==> src/rtl/secded_pkg.sv <==
package secded_pkg;
  localparam int DATA_W = 8;
  localparam int SYN_W  = 4;
  localparam int CW_W   = 13;

  // Stored word: bit 0 overall parity, bits 1..12 code positions 1..12.
  function automatic logic [CW_W-1:0] secded_encode(input logic [DATA_W-1:0] d);
    logic [CW_W-1:0] w;
    w = '0;
    w[3]  = d[0];
    w[5]  = d[1];
    w[6]  = d[2];
    w[7]  = d[3];
    w[9]  = d[4];
    w[10] = d[5];
    w[11] = d[6];
    w[12] = d[7];
    w[1]  = d[0] ^ d[1] ^ d[3] ^ d[4] ^ d[6];
    w[2]  = d[0] ^ d[2] ^ d[3] ^ d[5] ^ d[6];
    w[4]  = d[1] ^ d[2] ^ d[3] ^ d[7];
    w[8]  = d[4] ^ d[5] ^ d[6] ^ d[7];
    w[0]  = ^w[CW_W-1:1];
    return w;
  endfunction

  function automatic logic [SYN_W-1:0] secded_syndrome(input logic [CW_W-1:0] w);
    logic [SYN_W-1:0] s;
    s[0] = w[1] ^ w[3] ^ w[5] ^ w[7] ^ w[9]  ^ w[11];
    s[1] = w[2] ^ w[3] ^ w[6] ^ w[7] ^ w[10] ^ w[11];
    s[2] = w[4] ^ w[5] ^ w[6] ^ w[7] ^ w[12];
    s[3] = w[8] ^ w[9] ^ w[10] ^ w[11] ^ w[12];
    return s;
  endfunction

  function automatic logic [DATA_W-1:0] secded_data(input logic [CW_W-1:0] w);
    return {w[12], w[11], w[10], w[9], w[7], w[6], w[5], w[3]};
  endfunction
endpackage

==> src/rtl/secded_encoder.sv <==
module secded_encoder
  import secded_pkg::*;
(
  input  logic [DATA_W-1:0] data_in,
  output logic [CW_W-1:0]   code_out
);
  assign code_out = secded_encode(data_in);
endmodule

==> src/rtl/secded_decoder.sv <==
module secded_decoder
  import secded_pkg::*;
(
  input  logic [CW_W-1:0]   code_in,
  output logic [DATA_W-1:0] data_out,
  output logic [SYN_W-1:0]  syndrome,
  output logic              parity_fail,
  output logic              single_hit,
  output logic              double_hit
);
  localparam int LAST_POS = CW_W - 1;

  logic [CW_W-1:0] fix_mask;
  logic            pos_valid;

  assign syndrome    = secded_syndrome(code_in);
  assign parity_fail = ^code_in;
  assign pos_valid   = (int'(syndrome) <= LAST_POS);

  always_comb begin
    single_hit = 1'b0;
    double_hit = 1'b0;
    fix_mask   = '0;
    if (syndrome == '0) begin
      single_hit = parity_fail;
    end else if (parity_fail && pos_valid) begin
      single_hit = 1'b1;
      fix_mask   = CW_W'(1) << syndrome;
    end else begin
      double_hit = 1'b1;
    end
  end

  assign data_out = secded_data(code_in ^ fix_mask);
endmodule

==> src/rtl/secded_store.sv <==
module secded_store
  import secded_pkg::*;
#(
  parameter  int DEPTH = 16,
  localparam int AW    = $clog2(DEPTH)
) (
  input  logic            clk,
  input  logic            rst_n,
  input  logic            wr_en,
  input  logic [AW-1:0]   wr_addr,
  input  logic [CW_W-1:0] wr_word,
  input  logic            flip_en,
  input  logic [AW-1:0]   flip_addr,
  input  logic [CW_W-1:0] flip_mask,
  input  logic [AW-1:0]   rd_addr,
  output logic [CW_W-1:0] rd_word
);
  logic [CW_W-1:0] mem [DEPTH];
  logic            flip_blocked;

  assign flip_blocked = wr_en && (wr_addr == flip_addr);

  always_ff @(posedge clk or negedge rst_n) begin
    if (!rst_n) begin
      for (int i = 0; i < DEPTH; i++) mem[i] <= '0;
    end else begin
      if (flip_en && !flip_blocked) mem[flip_addr] <= mem[flip_addr] ^ flip_mask;
      if (wr_en) mem[wr_addr] <= wr_word;
    end
  end

  assign rd_word = mem[rd_addr];

  // a write to the flipped address wins over the flip
  assert_write_wins_R9: assert property (@(posedge clk) disable iff (!rst_n)
    (wr_en && flip_en && flip_addr == wr_addr) |=> mem[$past(wr_addr)] == $past(wr_word));
endmodule

==> src/rtl/secded_mem.sv <==
module secded_mem
  import secded_pkg::*;
#(
  parameter  int DEPTH = 16,
  localparam int AW    = $clog2(DEPTH)
) (
  input  logic              clk,
  input  logic              rst_n,
  input  logic              we,
  input  logic [AW-1:0]     addr,
  input  logic [DATA_W-1:0] wdata,
  input  logic              re,
  input  logic              flip_en,
  input  logic [AW-1:0]     flip_addr,
  input  logic [CW_W-1:0]   flip_mask,
  output logic [DATA_W-1:0] rdata,
  output logic              single_err,
  output logic              double_err
);
  logic [CW_W-1:0]   enc_word;
  logic [CW_W-1:0]   raw_cw;
  logic [DATA_W-1:0] dec_data;
  logic [SYN_W-1:0]  dec_syn;
  logic              dec_pfail;
  logic              dec_single;
  logic              dec_double;

  secded_encoder u_enc (
    .data_in (wdata),
    .code_out(enc_word)
  );

  secded_store #(.DEPTH(DEPTH)) u_store (
    .clk      (clk),
    .rst_n    (rst_n),
    .wr_en    (we),
    .wr_addr  (addr),
    .wr_word  (enc_word),
    .flip_en  (flip_en),
    .flip_addr(flip_addr),
    .flip_mask(flip_mask),
    .rd_addr  (addr),
    .rd_word  (raw_cw)
  );

  secded_decoder u_dec (
    .code_in    (raw_cw),
    .data_out   (dec_data),
    .syndrome   (dec_syn),
    .parity_fail(dec_pfail),
    .single_hit (dec_single),
    .double_hit (dec_double)
  );

  always_ff @(posedge clk or negedge rst_n) begin
    if (!rst_n) begin
      rdata      <= '0;
      single_err <= 1'b0;
      double_err <= 1'b0;
    end else if (re) begin
      rdata      <= dec_data;
      single_err <= dec_single;
      double_err <= dec_double;
    end
  end

  // outputs hold while no read is sampled
  assert_hold_idle_R8: assert property (@(posedge clk) disable iff (!rst_n)
    !re |=> ($stable(rdata) && $stable(single_err) && $stable(double_err)));

  // flags are exclusive
  assert_flags_exclusive_R11: assert property (@(posedge clk) disable iff (!rst_n)
    single_err |-> !double_err);

  // a valid code word reads back clean
  assert_clean_read_R3: assert property (@(posedge clk) disable iff (!rst_n)
    (re && raw_cw == secded_encode(secded_data(raw_cw)))
    |=> (!single_err && !double_err && rdata == secded_data($past(raw_cw))));

  // a word one bit away from the code word of the returned data is a single error
  assert_single_fix_R4: assert property (@(posedge clk) disable iff (!rst_n)
    (re && $countones(raw_cw ^ secded_encode(dec_data)) == 1)
    |=> (single_err && !double_err));
endmodule

==> config.mk <==
export PLATFORM = sky130hd
export DESIGN_NAME = secded_mem
export DESIGN_NICKNAME = d
export VERILOG_FILES = /design/src/rtl/secded_pkg.sv /design/src/rtl/secded_encoder.sv /design/src/rtl/secded_decoder.sv /design/src/rtl/secded_store.sv /design/src/rtl/secded_mem.sv
export SDC_FILE = /design/constraint.sdc
export NUM_CORES = 1
export LEC_CHECK = 0
export BUFFER_PORTS_ARGS = -buffer_cell sky130_fd_sc_hd__buf_2
export CAP_MARGIN = 20
export CORE_ASPECT_RATIO = 1.25
export CORE_MARGIN = 2
export CORE_UTILIZATION = 40
export CTS_BUF_LIST = sky130_fd_sc_hd__clkbuf_4 sky130_fd_sc_hd__clkbuf_8
export DETAILED_ROUTE_END_ITERATION = 8
export MAX_ROUTING_LAYER = met4
export PLACE_DENSITY = 0.58
export SKIP_CTS_REPAIR_TIMING = 1
export SYNTH_ARGS = -nofsm -noshare
export SYNTH_HDL_FRONTEND = slang
export SYNTH_SLANG_ARGS = --single-unit
==> constraint.sdc <==
create_clock -name clk -period 3.81 [get_ports clk]
set_input_delay 0.1905 -clock clk [delete_from_list [all_inputs] [get_ports clk]]
set_output_delay 0.1905 -clock clk [all_outputs]
set_load 0.03 [all_outputs]
==> run_summary.xml <==
<?xml version="1.0" encoding="UTF-8"?>
<metrics>
  <group name="cells_and_area">
    <metric name="proportion_of_layout_cells_with_a_drive_suffix_above_1" unit="%">26.4</metric>
    <metric name="area_growth_syn_to_layout" unit="%">14.3</metric>
    <metric name="fin_nets" unit="">1367</metric>
    <metric name="n_antenna_cell" unit="">0</metric>
    <metric name="most_frequent_cells_in_the_layout" unit="">sky130_fd_sc_hd__nand2_1, sky130_fd_sc_hd__dfrtp_1, sky130_fd_sc_hd__mux2i_1, sky130_fd_sc_hd__o21ai_0, sky130_fd_sc_hd__mux4_2</metric>
    <metric name="mostFrequentLayoutCell" unit="">sky130_fd_sc_hd__nand2_1</metric>
  </group>
  <group name="logic_synthesis">
    <metric name="syn-mean-instance-area" unit="µm²">10.8</metric>
    <metric name="post_synth_num_cell_types" unit="">46</metric>
    <metric name="post_synth_instance_area" unit="µm²">14000</metric>
    <metric name="synth-main-ff-cell" unit="">sky130_fd_sc_hd__dfrtp_1</metric>
    <metric name="synth.yosys.warnings" unit="">0</metric>
    <metric name="synth.net_count" unit="">1324</metric>
    <metric name="synth-edff-count" unit="">0</metric>
    <metric name="register_bit_count_reported_by_yosys" unit="">218</metric>
    <metric name="proportion_of_synthesized_chip_area_in_sequential_cells" unit="%">39.0</metric>
    <metric name="ys_async_sr_fraction" unit="%">100</metric>
    <metric name="netlist_instances" unit="">1290</metric>
  </group>
  <group name="routing">
    <metric name="met3_wirelength" unit="mm">2.81</metric>
    <metric name="dr_wl_met2" unit="mm">22.3</metric>
    <metric name="drtAntennaViolNets" unit="">0</metric>
    <metric name="detail_route.first_pass.iterations" unit="">6</metric>
    <metric name="met1_length" unit="mm">18.7</metric>
    <metric name="drc_errors" unit="">0</metric>
    <metric name="drt_first_iter_violations" unit="">963</metric>
    <metric name="drt-wirelength-per-cell" unit="µm">24.9</metric>
    <metric name="drt-total-wl" unit="mm">45.5</metric>
    <metric name="mean_number_of_vias_per_cell" unit="">5.86</metric>
    <metric name="vias" unit="">10730</metric>
    <metric name="routed.top_layer" unit="">met4</metric>
  </group>
  <group name="setup_path">
    <metric name="critPathRequiredTime" unit="ns">4.28</metric>
    <metric name="cp_max_fo" unit="">11</metric>
    <metric name="worstSetupPathType" unit="">flip-flop to flip-flop</metric>
    <metric name="cp-end-kind" unit="">flip-flop</metric>
    <metric name="timing.critical_path.from" unit="">u_store.mem[8]</metric>
    <metric name="reg2reg_depth" unit="">9</metric>
    <metric name="timing.rr.start" unit="">u_store.mem[8]</metric>
    <metric name="cp.arrival" unit="ns">3.66</metric>
    <metric name="ff2ff_setup_slack" unit="ns">0.61</metric>
    <metric name="rr_endpoint" unit="">rdata[7]</metric>
    <metric name="endpoint" unit="">rdata[7]</metric>
    <metric name="worstSetupStartpointType" unit="">flip-flop</metric>
  </group>
  <group name="timing">
    <metric name="finalSetupViolations" unit="">0</metric>
    <metric name="final-hold-violation-count" unit="">0</metric>
    <metric name="timing.fmax" unit="MHz">313</metric>
    <metric name="min_period_over_period" unit="%">83.9</metric>
    <metric name="clock-skew-final" unit="ns">0.0364</metric>
    <metric name="setup-tns-final" unit="ns">0</metric>
    <metric name="final_max_slew_viol_count" unit="">0</metric>
    <metric name="worstMarginPinSlew" unit="ns">0.961</metric>
    <metric name="worst_slew_margin_relative_to_its_limit" unit="%">35.9</metric>
    <metric name="final.min_clock_period" unit="ns">3.20</metric>
    <metric name="unrepaired_setup_endpoints_after_global_routing" unit="">no</metric>
    <metric name="worst_hold_slack_after_final_layout" unit="ns">0.0297</metric>
  </group>
  <group name="power_and_ir_drop">
    <metric name="power.density_cell_area" unit="nW/µm²">740</metric>
    <metric name="vdd_drop_max" unit="µV">483</metric>
    <metric name="power_leakage" unit="nW">5.93</metric>
  </group>
  <group name="global_routing">
    <metric name="grt_overflow" unit="">0</metric>
    <metric name="grt_antenna_before_repair" unit="">0</metric>
    <metric name="grt_start_max_net_pins" unit="">88</metric>
    <metric name="grt.total_usage" unit="%">26.4</metric>
    <metric name="wire_length_of_the_first_global_routing_pass" unit="mm">68.8</metric>
    <metric name="vias_in_the_first_global_route" unit="">10681</metric>
  </group>
  <group name="die">
    <metric name="floorplan.io_pins" unit="">44</metric>
    <metric name="initial_util" unit="%">40.6</metric>
    <metric name="die_area" unit="µm²">36500</metric>
    <metric name="core_region_area" unit="µm²">34400</metric>
    <metric name="chipHeight" unit="µm">213</metric>
    <metric name="row_count" unit="">76</metric>
    <metric name="die_w" unit="µm">171</metric>
  </group>
  <group name="placed_design">
    <metric name="detailed_place_hpwl" unit="mm">30.7</metric>
    <metric name="place.port_buffers" unit="">43</metric>
    <metric name="gp_congestion" unit="">0.886</metric>
  </group>
  <group name="clocking">
    <metric name="clock_latency" unit="ns">0.59</metric>
    <metric name="clkSinkCount" unit="">218</metric>
    <metric name="tritoncts.num_buffers" unit="">38</metric>
    <metric name="max-clock-path-buffers" unit="">3</metric>
    <metric name="level_count_of_the_clock_h_tree" unit="">2</metric>
    <metric name="clock_tree_from_tritoncts" unit="">done</metric>
    <metric name="clock_transition_at_the_registers_of_the_reported_paths" unit="ns">0.06</metric>
    <metric name="clock_tree.root_cell" unit="">sky130_fd_sc_hd__clkbuf_8</metric>
  </group>
  <group name="hold_path">
    <metric name="min-delay-path-class" unit="">input port to flip-flop</metric>
  </group>
  <group name="run">
    <metric name="max_cap_violation_count" unit="">0</metric>
  </group>
  <group name="run_status">
    <metric name="outcome" unit="">completed</metric>
  </group>
</metrics>
[through the flow]
step | power [mW] | setup WS (ns) | instance area (µm²) | util (%) | instances
global placement | 9.25 | 0.0538 | 15100 | 43.9 | 1759
finish | 11.8 | 0.613 | 16000 | 46.5 | 1830
detailed placement | 9.37 | 0.0703 | 15100 | 43.9 | 1759
global route | 12.6 | 0.333 | 16000 | 46.5 | 1830
floorplan | 7.85 | 0.995 | 14000 | - | 1290
CTS | 11.8 | 0.618 | 16000 | 46.4 | 1828
[logic make-up (layout without fill, tap and decap cells)]
logic type / Yosys count / in the layout / synth area share (%)
mux: 326 / 326 / 33.9
simple gates: 308 / 308 / 9.05
compound gates: 258 / 258 / 10.1
flops: 218 / 218 / 39.0
buf+inv: 127 / 199 / 3.90
xor+xnor: 52 / 52 / 3.96
fa+ha+maj: 1 / 1 / 0.0805
[registers in the layout, summed over array words and instances (netlist names)]
| register | cells |
|---|---|
| double_err | 1 |
| rdata | 8 |
| single_err | 1 |
| u_store.mem | 208 |
[report_power, final]
group	internal (mW)	leakage, nW	total, mW	switching, mW
clock	1.39	0.459	2.44	1.06
sequential	3.37	2.67	4.19	0.818
combinational	2.46	2.80	5.21	2.75
total	7.21	5.93	11.8	4.63
[worst max-delay path, cell delays in order, from the launching register on]
cell	delay (ns)
sky130_fd_sc_hd__dfrtp_1	0.39
sky130_fd_sc_hd__mux4_2	0.50
sky130_fd_sc_hd__a22o_1	0.27
sky130_fd_sc_hd__a221oi_2	0.29
sky130_fd_sc_hd__buf_4	0.19
sky130_fd_sc_hd__xor2_1	0.16
sky130_fd_sc_hd__xnor2_1	0.12
sky130_fd_sc_hd__xnor2_1	0.71
sky130_fd_sc_hd__a31oi_1	0.17
sky130_fd_sc_hd__o31ai_1	0.27
[cell type report]
class                           count  area (µm²)
Fill cell                        3157       18400
Multi-Input combinational cell    945        8110
Sequential cell                   218        5460
Timing Repair Buffer              128         973
Clock buffer                       66         840
Tap cell                          468         586
Clock inverter                      3        22.5
Inverter                            2        7.51
[metal layers]
layer  vias up  track usage [%]
met5         -                -
met4         0             10.1
met3       109             3.52
met2       433             43.0
met1      5382             33.6
li1       4806                -
[cell usage after synthesis, types with 2 or more instances]
cell                       number  area, µm²
sky130_fd_sc_hd__nand3b_1       2       15.0
sky130_fd_sc_hd__nor2_1        32        120
sky130_fd_sc_hd__a21oi_1        8       40.0
sky130_fd_sc_hd__nand3_1        9       45.0
sky130_fd_sc_hd__nand4_1        5       31.3
sky130_fd_sc_hd__or4_1          2       15.0
sky130_fd_sc_hd__xnor2_2        4       65.1
sky130_fd_sc_hd__nor2b_1        4       25.0
sky130_fd_sc_hd__a31oi_1        3       18.8
sky130_fd_sc_hd__nor4_1         5       31.3
sky130_fd_sc_hd__buf_1          7       26.3
sky130_fd_sc_hd__o21ai_0      208       1040
sky130_fd_sc_hd__mux4_2       118       2660
sky130_fd_sc_hd__mux2i_1      208       2080
sky130_fd_sc_hd__buf_6          2       22.5
sky130_fd_sc_hd__o211ai_1       3       22.5
sky130_fd_sc_hd__nand2_1      228        856
sky130_fd_sc_hd__nor3_1         9       45.0
sky130_fd_sc_hd__nand2b_1       6       37.5
sky130_fd_sc_hd__xnor2_1       19        166
sky130_fd_sc_hd__inv_1          2       7.51
sky130_fd_sc_hd__a22oi_1       24        180
sky130_fd_sc_hd__dfrtp_1      218       5460
sky130_fd_sc_hd__clkbuf_1      87        327
sky130_fd_sc_hd__xor2_1        24        210
sky130_fd_sc_hd__or3_1          2       12.5
sky130_fd_sc_hd__a22oi_2        2       25.0
sky130_fd_sc_hd__o31ai_1        5       37.5
sky130_fd_sc_hd__xnor3_1        2       45.0
sky130_fd_sc_hd__buf_2         25        125
sky130_fd_sc_hd__buf_4          2       15.0
[worst min path at each step]
| stage | from | end | slack, ns | cells past startpoint |
|---|---|---|---|---|
| 2_1_floorplan | rst_n | double_err | -0.11 | 0 |
| 3_3_place_gp | rst_n | u_store.mem[205] | 0.27 | 1 |
| 3_5_place_dp | rst_n | u_store.mem[205] | 0.26 | 1 |
| 4_1_cts | rst_n | single_err | -0.34 | 1 |
| 5_1_grt | wdata[1] | u_store.mem[122] | 0.04 | 3 |
| 6_report | wdata[7] | u_store.mem[77] | 0.03 | 3 |
Power figures use the tool's default switching activity.
